`src/rtl/uftx_pkg.sv`:
```
package uftx_pkg;

   typedef enum logic [2:0] {
      PH_IDLE,
      PH_START,
      PH_DATA,
      PH_PAR,
      PH_STOP
   } phase_t;

   // Frame settings captured when a character is accepted
   typedef struct packed {
      logic [3:0] nbits;        // 5..8 data bits
      logic       par_en;       // parity bit present
      logic       par_odd;      // odd sense when set
      logic [2:0] stop_halves;  // stop length in half bit times: 2, 3 or 4
   } frame_cfg_t;

endpackage

```
`src/rtl/uftx_fmt_dec.sv`:
```
module uftx_fmt_dec
   import uftx_pkg::*;
#(
   parameter bit PARITY_SUPPORT = 1'b1
) (
   input  logic [3:0] fmt,
   input  logic       odd_par,
   output frame_cfg_t cfg
);

   logic par_en_w;
   logic par_odd_w;

   generate
      if (PARITY_SUPPORT) begin : g_par
         assign par_en_w  = fmt[3];
         assign par_odd_w = odd_par;
      end else begin : g_nopar
         assign par_en_w  = 1'b0;
         assign par_odd_w = 1'b0;
      end
   endgenerate

   always_comb begin
      cfg.nbits   = 4'd5 + {2'b00, fmt[1:0]};
      cfg.par_en  = par_en_w;
      cfg.par_odd = par_odd_w;
      if (!fmt[2])
         cfg.stop_halves = 3'd2;
      else if (fmt[1:0] == 2'b00)
         cfg.stop_halves = 3'd3;
      else
         cfg.stop_halves = 3'd4;
   end

endmodule

```
`src/rtl/uftx_bit_timer.sv`:
```
module uftx_bit_timer #(
   parameter int unsigned LEN_W = 6
) (
   input  logic             clk,
   input  logic             rst_n,
   input  logic             restart,
   input  logic             tick,
   input  logic [LEN_W-1:0] len,
   output logic             done
);

   logic [LEN_W-1:0] cnt_q;

   assign done = tick && (cnt_q == len - LEN_W'(1));

   always_ff @(posedge clk or negedge rst_n) begin
      if (!rst_n)
         cnt_q <= '0;
      else if (restart)
         cnt_q <= '0;
      else if (tick)
         cnt_q <= cnt_q + LEN_W'(1);
   end

endmodule

```
`src/rtl/uftx_shreg.sv`:
```
module uftx_shreg #(
   parameter int unsigned W = 8
) (
   input  logic         clk,
   input  logic         rst_n,
   input  logic         load,
   input  logic         shift,
   input  logic [W-1:0] din,
   input  logic [3:0]   nbits,
   input  logic         odd,
   output logic         cur_bit,
   output logic         next_bit,
   output logic         par_bit
);

   logic [W-1:0] mask;
   logic [W-1:0] sh_q;
   logic         par_q;

   // Only the active data bits count, so the unused upper bits are masked off.
   generate
      for (genvar i = 0; i < W; i++) begin : g_mask
         assign mask[i] = (4'(i) < nbits);
      end
   endgenerate

   always_ff @(posedge clk or negedge rst_n) begin
      if (!rst_n) begin
         sh_q  <= '0;
         par_q <= 1'b0;
      end else if (load) begin
         sh_q  <= din & mask;
         par_q <= (^(din & mask)) ^ odd;
      end else if (shift) begin
         sh_q  <= sh_q >> 1;
      end
   end

   assign cur_bit  = sh_q[0];
   assign next_bit = sh_q[1];
   assign par_bit  = par_q;

endmodule

```
`src/rtl/uart_frame_tx.sv`:
```
module uart_frame_tx
   import uftx_pkg::*;
#(
   parameter int unsigned TICKS_PER_BIT  = 16,
   parameter int unsigned DATA_W         = 8,
   parameter bit          PARITY_SUPPORT = 1'b1
) (
   input  logic              clk,
   input  logic              rst_n,
   input  logic              tick16,
   input  logic [DATA_W-1:0] tx_data,
   input  logic              tx_valid,
   output logic              tx_ready,
   input  logic [3:0]        fmt,
   input  logic              odd_par,
   output logic              txd,
   output logic              busy
);

   localparam int unsigned HALF_TICKS = TICKS_PER_BIT / 2;
   localparam int unsigned LEN_W      = $clog2(2 * TICKS_PER_BIT + 1);

   generate
      if (TICKS_PER_BIT < 2 || (TICKS_PER_BIT % 2) != 0) begin : g_bad_ticks
         $error("TICKS_PER_BIT must be even and at least 2");
      end
      if (DATA_W != 8) begin : g_bad_width
         $error("DATA_W must be 8 to carry 5..8 bit characters");
      end
   endgenerate

   phase_t     ph_q;
   frame_cfg_t cfg_d, cfg_q;
   logic [2:0] idx_q;
   logic       txd_q;
   logic       accept, bit_done, adv, last_data;
   logic       cur_bit, next_bit, par_bit;
   logic       sh_shift;
   logic [LEN_W-1:0] phase_len, stop_len;

   uftx_fmt_dec #(.PARITY_SUPPORT(PARITY_SUPPORT)) u_dec (
      .fmt     (fmt),
      .odd_par (odd_par),
      .cfg     (cfg_d)
   );

   assign stop_len  = LEN_W'(cfg_q.stop_halves) * LEN_W'(HALF_TICKS);
   assign phase_len = (ph_q == PH_STOP) ? stop_len : LEN_W'(TICKS_PER_BIT);

   uftx_bit_timer #(.LEN_W(LEN_W)) u_timer (
      .clk     (clk),
      .rst_n   (rst_n),
      .restart (accept || adv),
      .tick    (tick16),
      .len     (phase_len),
      .done    (bit_done)
   );

   assign busy      = (ph_q != PH_IDLE);
   assign tx_ready  = !busy;
   assign accept    = tx_valid && !busy;
   assign adv       = busy && bit_done;
   assign last_data = ({1'b0, idx_q} == cfg_q.nbits - 4'd1);
   assign sh_shift  = adv && (ph_q == PH_DATA) && !last_data;

   uftx_shreg #(.W(DATA_W)) u_shreg (
      .clk      (clk),
      .rst_n    (rst_n),
      .load     (accept),
      .shift    (sh_shift),
      .din      (tx_data),
      .nbits    (cfg_d.nbits),
      .odd      (cfg_d.par_odd),
      .cur_bit  (cur_bit),
      .next_bit (next_bit),
      .par_bit  (par_bit)
   );

   always_ff @(posedge clk or negedge rst_n) begin
      if (!rst_n) begin
         ph_q  <= PH_IDLE;
         cfg_q <= '{nbits: 4'd5, par_en: 1'b0, par_odd: 1'b0, stop_halves: 3'd2};
         idx_q <= '0;
         txd_q <= 1'b1;
      end else if (accept) begin
         ph_q  <= PH_START;
         cfg_q <= cfg_d;
         idx_q <= '0;
         txd_q <= 1'b0;
      end else if (adv) begin
         unique case (ph_q)
            PH_START: begin
               ph_q  <= PH_DATA;
               txd_q <= cur_bit;
            end
            PH_DATA: begin
               if (!last_data) begin
                  idx_q <= idx_q + 3'd1;
                  txd_q <= next_bit;
               end else if (cfg_q.par_en) begin
                  ph_q  <= PH_PAR;
                  txd_q <= par_bit;
               end else begin
                  ph_q  <= PH_STOP;
                  txd_q <= 1'b1;
               end
            end
            PH_PAR: begin
               ph_q  <= PH_STOP;
               txd_q <= 1'b1;
            end
            PH_STOP: begin
               ph_q  <= PH_IDLE;
               txd_q <= 1'b1;
            end
            default: begin
               ph_q  <= PH_IDLE;
               txd_q <= 1'b1;
            end
         endcase
      end
   end

   assign txd = txd_q;

endmodule

```
`config.mk`:
```
export PLATFORM = sky130hd
export DESIGN_NAME = uart_frame_tx
export DESIGN_NICKNAME = d
export VERILOG_FILES = /design/src/rtl/uftx_pkg.sv /design/src/rtl/uftx_fmt_dec.sv /design/src/rtl/uftx_bit_timer.sv /design/src/rtl/uftx_shreg.sv /design/src/rtl/uart_frame_tx.sv
export SDC_FILE = /design/constraint.sdc
export NUM_CORES = 1
export LEC_CHECK = 0
export BUFFER_PORTS_ARGS = -buffer_cell sky130_fd_sc_hd__clkbuf_2
export CORE_MARGIN = 1.5
export CORE_UTILIZATION = 50
export CTS_CLUSTER_DIAMETER = 200
export DETAILED_ROUTE_END_ITERATION = 10
export GPL_ROUTABILITY_DRIVEN = 0
export PLACE_DENSITY = 0.69
export SLEW_MARGIN = 20
export SYNTH_ARGS = -nofsm -noshare
export SYNTH_HDL_FRONTEND = slang
export SYNTH_SLANG_ARGS = --single-unit
export TNS_END_PERCENT = 1
```
`constraint.sdc`:
```
create_clock -name clk -period 2.59 [get_ports clk]
set_input_delay 0.259 -clock clk [delete_from_list [all_inputs] [get_ports clk]]
set_output_delay 0.259 -clock clk [all_outputs]
set_load 0.01 [all_outputs]
```
After elaboration in Yosys (flattened, before gate mapping)
Index checks and enable logic that the tools add are counted.

cells by class
  add/subtract/negate cells = 5
  order comparisons = 8
  equal/unequal tests = 8
  muxes and demuxes = 21
  bitwise gates (word level) = 2
  reduce and logical (&&, ||, !) cells = 17

operator list
  kind                                                                         number
  3-bit 2-to-1 mux                                                             10
  6-bit 2-to-1 mux                                                             3
  3-bit by 4-bit less-than comparator with 1-bit output, first input constant  4
  8-bit 2-to-1 mux                                                             2
  3-bit case mux with 3 select lines                                           1
  8-bit bitwise AND                                                            1
  1-bit by 4-bit less-than comparator with 1-bit output, first input constant  2
  2-bit by 4-bit less-than comparator with 1-bit output, first input constant  2
  2-bit nonzero test                                                           4
  8-bit parity                                                                 1
  6-bit by 1-bit adder with 6-bit output, second input constant                1
  3-bit by 2-bit equality test with 1-bit output, second input constant        2
  6-bit equality test                                                          1
  6-bit by 1-bit subtractor with 6-bit output, second input constant           1
  1-bit logical AND                                                            5
  3-bit by 2-bit adder with 4-bit output, first input constant                 1
  3-bit by 4-bit equality test with 1-bit output                               1
  1-bit 2-to-1 mux                                                             4
  4-bit by 1-bit subtractor with 4-bit output, second input constant           1
  3-bit by 1-bit adder with 3-bit output, second input constant                1
  3-bit by 1-bit equality test with 1-bit output, second input constant        1
  3-bit equality test, second input constant                                   1
  3-bit inequality test, second input constant                                 1
  3-bit AND reduction                                                          1
  8 further kinds                                                              9

storage, ports and cells
  register bits after elaboration = 30
  bits of input ports = 17
  output and inout bits = 3
  logic and storage cells = 70

Depth between registers and ports, before layout
Gate-level depths: netlist of the first run.

  depth after elaboration = 10
  mapped depth = 10
  mapped depth without buffers = 9

By module
A second synthesis of the first run with hierarchy kept.

second synthesis, totals
  cell total of the unflattened synthesis = 210
  area, all modules = 2049.5 um^2

by module, submodules not included
  module          instances  cells an instance  area each (um^2)
  uart_frame_tx   1          88                 927.1
  uftx_shreg      1          67                 618.1
  uftx_bit_timer  1          44                 417.9
  uftx_fmt_dec    1          11                 86.3

Worst setup path after synthesis of the first run
Ideal clock, no wire load.

  kind = register to register
  start = reg ph_q[1]
  end = reg ph_q[2]
  setup time = 0.128 ns
  arrival time = 2.201 ns
  slack = 0.261 ns
  stages on the path, launching flop included = 9
  buffers on the path = 0
  period minus slack after synthesis = 2.329 ns
  cell sequence = dfrtp_1 -> and4bb_2 -> inv_1 -> ha_1 -> xor2_1 -> and4_1 -> o2111ai_2 -> nand2_1 -> mux2_1

on the way
  word-level cells in the longest chain between the ends = 8
  elaborated cells between the ends (all ways) = 18
  those cells by class = 1 x add/sub; 6 x eq/ne; 4 x mux; 7 x reduce/logical

RTL lines
  element                                      RTL line              text
  from (decl)                                  uart_frame_tx.sv:32   phase_t ph_q;
  from (signal assigned)                       uart_frame_tx.sv:81   ph_q <= PH_IDLE;
  from (signal assigned)                       uart_frame_tx.sv:86   ph_q <= PH_START;
  from (signal assigned)                       uart_frame_tx.sv:93   ph_q <= PH_DATA;
  3-bit equality test                          uart_frame_tx.sv:48   assign phase_len = (ph_q == PH_STOP) ? stop_len : LEN_W'(TICKS_PER_BIT);
  6-bit 2-to-1 mux                             uart_frame_tx.sv:48
  6-bit by 1-bit subtractor with 6-bit output  uftx_bit_timer.sv:14  assign done = tick && (cnt_q == len - LEN_W'(1));
  6-bit equality test                          uftx_bit_timer.sv:14
  1-bit logical AND                            uftx_bit_timer.sv:14
  1-bit logical AND                            uart_frame_tx.sv:62   assign adv = busy && bit_done;
  2-bit nonzero test (no source line)          -
  2-bit AND reduction (no source line)         -

Parallel ways exist; a longest one is shown, timed or not. The select of a mux whose other input is x is not followed.
A chain may end at the register's enable or synchronous reset.

Worst setup path after layout of the first run
  start = reg ph_q[1]
  end = reg txd_q (netlist: txd)

on the way
  word-level cells in the longest chain between the ends = 7
  elaborated cells between the ends (all ways) = 15
  those cells by class = 1 x add/sub; 4 x eq/ne; 4 x mux; 6 x reduce/logical

RTL lines
  element                                      RTL line              text
  3-bit equality test                          uart_frame_tx.sv:48
  6-bit 2-to-1 mux                             uart_frame_tx.sv:48
  6-bit by 1-bit subtractor with 6-bit output  uftx_bit_timer.sv:14
  6-bit equality test                          uftx_bit_timer.sv:14
  1-bit logical AND                            uftx_bit_timer.sv:14
  1-bit logical AND                            uart_frame_tx.sv:62
  2-bit nonzero test (no source line)          -
  to (signal assigned)                         uart_frame_tx.sv:94   txd_q <= cur_bit;
  to (signal assigned)                         uart_frame_tx.sv:99   txd_q <= next_bit;
  to (signal assigned)                         uart_frame_tx.sv:102  txd_q <= par_bit;
  to (decl)                                    uart_frame_tx.sv:35   logic txd_q;

Parallel ways exist; a longest one is shown, timed or not. The select of a mux whose other input is x is not followed.

==> flow_metrics.env, run 1 <==
export IMPL_outcome="finished clean"
export IMPL_max_freq_mhz=398
export IMPL_finalPower_uw=1830
export IMPL_finalHoldViolations=0
export IMPL_dr_pass1_iters=4
export IMPL_drtAntennaViolNets=0
export IMPL_cts_htree_levels=2
export IMPL_grt_pass1_vias=1252
export IMPL_cts_sinks=30
export IMPL_drive_above_1_share_pct=18.8
export IMPL_critical_path_slowest_cell="dfrtp_1"
export IMPL_synth_fp_nets=207
export IMPL_synth_top_cell_by_area="dfrtp_1"
export IMPL_syn_inst=183
export IMPL_viasPerCell=5.57
export IMPL_worst_pin_slew_ns=0.742
export IMPL_p_leak_uw=0.000897
export IMPL_async_reset_ff_share_pct=100
export IMPL_final_setup_viol_count=0
export IMPL_drt_iter0_drc=76
export IMPL_num_vias=1414
export IMPL_area_growth_syn_to_layout_pct=14.0
export IMPL_critical_path_n_buffers_inverters=1
export IMPL_final_period_utilization_pct=96.9
export IMPL_whs_ns=0.111
export IMPL_rsz0062_at_grt="yes"
export IMPL_cp_start_kind="register"
export IMPL_overflow=0
export IMPL_die_height_um=61.4
export IMPL_fin_worst_skew_ns=0.0140
export IMPL_n_fill_cell=300
export IMPL_grt_use_total_pct=21.9
export IMPL_cpLargestDelayFamily="compound AO/OA/AOI/OAI gates"
export IMPL_drc_errors=0
export IMPL_io_pins=20
export IMPL_grt_start_max_net_pins=31
export IMPL_synth_area_leaders="dfrtp_1, nand2_1, dfstp_2"
export IMPL_layout_cells_non_filler=254
export IMPL_crit_chain="and4bb_2 > inv_1 > ha_1 > xor2_1 > and4_1 > o2111a_1 > o41ai_1 > o22ai_1"
export IMPL_peakVddDrop_mv=0.480
export IMPL_ys_warn_count=0
export IMPL_synthDominantCellAreaShare_pct=38.1
export IMPL_die_w_um=61.4
export IMPL_ys_seq_elements=30
export IMPL_fp_dieArea_um2=3780
export IMPL_cts_root_buffer="clkbuf_4"
export IMPL_synth_area_per_cell_um2=9.33
export IMPL_grt_antenna_before_repair=0
export IMPL_worstPathArrival_ns=2.77
export IMPL_tritoncts="built"
export IMPL_yosysUniqueCellTypes=39
export IMPL_drv_cap=0
export IMPL_max_slew_margin_pct=50.5
export IMPL_post_route_min_period_ns=2.51
export IMPL_num_rows=21
export IMPL_synthesis_area_um2=1710
export IMPL_cts_buffer_depth=2
export IMPL_wl_per_cell_um=14.6
export IMPL_dp_cells=245
export IMPL_post_place_ws_ns=0.120
export IMPL_dp_hpwl_um=2670
export IMPL_crit_fanout=11
export IMPL_setup_ws_ns=0.0802
export IMPL_criticalPathCategory="register to register"
export IMPL_numCtsBuffers=5
export IMPL_cp_end_kind="register"
export IMPL_antenna_cells=0
export IMPL_min_path_type="primary input to register"
export IMPL_critPathRequiredTime_ns=2.85
export IMPL_placed_area_um2=1860
export IMPL_synth_edf_count=0
export IMPL_core_um2=3310
export IMPL_finalInstanceArea_um2=1950
export IMPL_ys_seq_area_share_pct=44.2
export IMPL_synthFlopType="dfrtp_1"
export IMPL_grt_pass1_wl_um=5820
export IMPL_wl_um=3710
export IMPL_cts_reportedPaths_clkPinSlew_ns=0.10
export IMPL_critPathMaxStageDelay_ns=0.47
export IMPL_port_buffers=19
export IMPL_power_density_nw_per_um2=942
export IMPL_finalMaxSlewViolations=0
export IMPL_start_util_pct=51.6
export IMPL_fin_nets=231
export IMPL_clk_latency_ns=0.33
## timing repair
action	in CTS	in global routing
gates resized for setup	0	2
setup buffers	0	0
hold buffers	1	0
hold endpoints to repair	20	0
endpoints found under the setup margin	0	8
## Yosys cell counts, types with 2 or more instances
| cell type | count |
|---|---|
| nand2b_1 | 3 |
| nand2_1 | 37 |
| o21ai_0 | 9 |
| o21ai_1 | 3 |
| mux2i_1 | 3 |
| clkbuf_1 | 4 |
| buf_2 | 3 |
| xnor2_1 | 8 |
| dfrtp_1 | 26 |
| inv_1 | 8 |
| o22ai_1 | 2 |
| nand3_1 | 11 |
| nand3b_1 | 2 |
| o211ai_1 | 5 |
| o221ai_1 | 2 |
| or3_1 | 3 |
| ha_1 | 7 |
| nor3_1 | 2 |
| o21a_1 | 2 |
| nor2_1 | 10 |
| xor2_1 | 10 |
| a21oi_1 | 3 |
| dfstp_2 | 4 |
## path summary, 6_finish.rpt
check	startpoint	endpoint	slack, ns	depth (start not counted)
max	ph_q[1]	txd	0.08	8
min	fmt[3]	cfg_q[4]	0.11	3
max reg2reg	ph_q[1]	txd	0.08	8
min reg2reg	u_shreg.par_bit	u_shreg.par_bit	0.49	2
max in group asynchronous	rst_n	u_shreg.sh_q[1]	1.59	2
min in group asynchronous	rst_n	cfg_q[2]	0.51	2
## stage by stage
step	TNS (ns)	utilization, %
after floorplan	0	-
after global placement	0	56.2
after detailed placement	0	56.2
after CTS	0	58.3
after global routing	-0.0265	58.8
final	0	58.8
## where the power goes
part / total [uW] / internal, uW / leakage (uW) / switching (uW)
clock network: 291 / 131 / 0.0000353 / 160
registers: 847 / 680 / 0.000375 / 167
logic: 695 / 312 / 0.000486 / 383
## tightest hold or removal path: stages
cell and delay, ns:
clkbuf_2 0.07, nand2_1 0.04, nand2_1 0.05
## cell type report
cell class	count	area [um^2]	area share, %
clock inverter	1	5.00	0.257
clock buffer	7	55.1	2.83
tap	46	57.6	2.96
sequential	30	756	38.8
inverter	8	30.0	1.54
timing repair buffer	24	135	6.94
multi-input combinational	138	908	46.7
## registers in the layout, indices dropped and copies added, names as in the netlist
name             flops
cfg_q                8
u_shreg.sh_q         8
u_timer.cnt_q        6
idx_q                3
ph_q                 3
txd                  1
u_shreg.par_bit      1
## layout by cell type, fill, tap and decap left out, drive strengths merged, types with 2 or more instances in the layout
cell type  instances
nand2             37
dfrtp             26
clkbuf            26
o21ai             12
nand3             11
nor2              11
xor2              11
inv                8
xnor2              8
ha                 7
o211ai             5
dfstp              4
buf                4
nand2b             3
a21oi              3
or3                3
mux2i              3
nor3               3
o21a               2
nand3b             2
o22ai              2
o221ai             2
## kinds of logic (layout without fill, tap and decap cells)
family                     count (synthesis)  after routing  share of synthesized area (%)
DFF                                       30             30                           44.2
xor gates and xnor gates                  20             20                           11.5
buffers and inverters                     15             40                           3.52
and+or+nand+nor                           75             75                           20.5
adders and majority gates                  7              7                           5.13
AOI/OAI and AO/OA                         32             32                           12.7
muxes                                      4              4                           2.42
## layer usage
metal	global-route usage, %	up-vias	part of all wire [%]
met5	0	-	0
met4	6.38	0	0.40
met3	6.93	2	4.5
met2	36.0	33	50
met1	27.9	699	45
li1	-	680	-
Note: power is estimated with default switching activity, not from simulation.
==> run 2, diff against run 1 <==
- BUFFER_PORTS_ARGS: -buffer_cell sky130_fd_sc_hd__clkbuf_2 -> unset
- DONT_BUFFER_PORTS: unset -> 1
- PLACE_DENSITY: 0.69 -> 0.64
==> run 2 against run 1 <==
Net effect: largest cell class unchanged; count of clock-buffer cells in the layout up 1; critical endpoint is now idx_q[2]; clock power up 3%; combinational power down 4.9%.
==> flow_metrics.env, run 2 (synthesis results as in run 1) <==
export IMPL_clk_latency_ns=0.34
export IMPL_final_setup_viol_count=0
export IMPL_antenna_cells=0
export IMPL_cts_root_buffer="clkbuf_4"
export IMPL_worstPathArrival_ns=2.64
export IMPL_wl_um=3470
export IMPL_worst_pin_slew_ns=0.631
export IMPL_whs_ns=0.0256
export IMPL_port_buffers=0
export IMPL_cp_start_kind="register"
export IMPL_tritoncts="built"
export IMPL_core_um2=3310
export IMPL_viasPerCell=5.47
export IMPL_top_regs="cfg_q (8), u_shreg.sh_q (8), u_timer.cnt_q (6)"
export IMPL_drt_iter0_drc=38
export IMPL_grt_use_total_pct=21.3
export IMPL_r2r_slack_ns=0.18
export IMPL_area_growth_syn_to_layout_pct=10.3
export IMPL_drc_errors=0
export IMPL_finalMaxSlewViolations=0
export IMPL_layout_commonest_cell="nand2_1"
export IMPL_crit_fanout=11
export IMPL_cts_sinks=30
export IMPL_post_route_min_period_ns=2.41
export IMPL_cts_setup_buffers=0
export IMPL_min_path_type="primary input to register"
export IMPL_criticalPathCategory="register to register"
export IMPL_power_density_nw_per_um2=961
export IMPL_grt_start_max_net_pins=31
export IMPL_max_freq_mhz=415
export IMPL_cts_reportedPaths_clkPinSlew_ns=0.10
export IMPL_num_vias=1301
export IMPL_rsz0062_at_grt="yes"
export IMPL_finalHoldViolations=0
export IMPL_fin_nets=215
export IMPL_io_pins=20
export IMPL_dr_pass1_iters=5
export IMPL_setup_tns_ns=0
export IMPL_max_slew_margin_pct=57.9
export IMPL_dp_hpwl_um=2510
export IMPL_numCtsBuffers=5
export IMPL_start_util_pct=51.6
export IMPL_fin_worst_skew_ns=0.00923
export IMPL_num_rows=21
export IMPL_drv_cap=0
export IMPL_drive_above_1_share_pct=10.9
export IMPL_cts_buffer_depth=2
export IMPL_grt_antenna_before_repair=0
export IMPL_critPathRequiredTime_ns=2.82
export IMPL_wl_per_cell_um=14.6
export IMPL_die_height_um=61.4
export IMPL_peakVddDrop_mv=0.500
export IMPL_overflow=0
export IMPL_placed_area_um2=1770
export IMPL_final_cell_mix="nand2_1, dfrtp_1, nand3_1, nor2_1, xor2_1"
export IMPL_fp_dieArea_um2=3780
export IMPL_finalInstanceArea_um2=1880
export IMPL_outcome="finished clean"
export IMPL_cp_end_kind="register"
export IMPL_cts_htree_levels=2
export IMPL_drtAntennaViolNets=0
export IMPL_final_period_utilization_pct=93.1
export IMPL_grt_pass1_vias=1248
export IMPL_die_w_um=61.4
export IMPL_n_fill_cell=311
export IMPL_grt_pass1_wl_um=5780
export IMPL_p_leak_uw=0.000834
[run 2: path summary, 6_finish.rpt]
check                         start       end  cells after the start
max                         ph_q[1]  idx_q[2]                      8
min                          fmt[3]  cfg_q[4]                      2
max reg2reg                 ph_q[1]  idx_q[2]                      8
min reg2reg                idx_q[2]  idx_q[2]                      1
max in group asynchronous     rst_n  cfg_q[1]                      2
min in group asynchronous     rst_n  cfg_q[0]                      2
[run 2: layout make-up]
class / instances / area, um^2 / share of cell area (%)
clock buffers: 8 / 58.8 / 3.12
inverters: 8 / 30.0 / 1.59
multi-input cells: 138 / 903 / 48.0
flip-flops and latches: 30 / 756 / 40.1
well taps: 46 / 57.6 / 3.06
repair buffers: 8 / 77.6 / 4.12
[run 2: critical path: stages (launching register included)]
cell and delay [ns]:
dfrtp_1 0.46, and4bb_2 0.37, inv_1 0.05, ha_1 0.20
xor2_1 0.18, and4_1 0.29, o2111a_1 0.46, nand3_1 0.15
mux2i_1 0.14
[run 2: power by group]
| group | total, uW | internal, uW | leakage, uW | switching [uW] |
|---|---|---|---|---|
| logic | 661 | 303 | 0.000426 | 358 |
| clock network | 299 | 134 | 0.0000326 | 165 |
| registers | 849 | 681 | 0.000375 | 168 |
[run 2: metrics by stage]
| stage | util, % | power, uW | instances | setup slack, ns |
|---|---|---|---|---|
| 5_1_grt | 56.9 | 1960 | 238 | -0.00449 |
| 6_report | 56.9 | 1810 | 238 | 0.178 |
| 3_5_place_dp | 53.6 | 1490 | 227 | 0.199 |
| 3_3_place_gp | 53.6 | 1460 | 227 | 0.256 |
| 2_1_floorplan | - | 1330 | 183 | 0.261 |
| 4_1_cts | 56.5 | 1810 | 238 | 0.164 |
[run 2: metal layers]
layer | wire length, um | share of wire, % | vias to the layer above | global-route usage [%]
met3 | 156 | 4.5 | 7 | 4.83
met5 | 0 | 0 | - | 0
met4 | 66 | 1.9 | 0 | 10.3
met1 | 1600 | 46 | 608 | 29.2
li1 | - | - | 649 | -
met2 | 1650 | 48 | 37 | 31.8
[run 2: repair_timing]
action / 4_1_cts / 5_1_grt
hold buffers: 3 / 0
endpoints found under the setup margin: 0 / 8
resized for setup: 0 / 1
endpoints found under the hold margin: 31 / 0
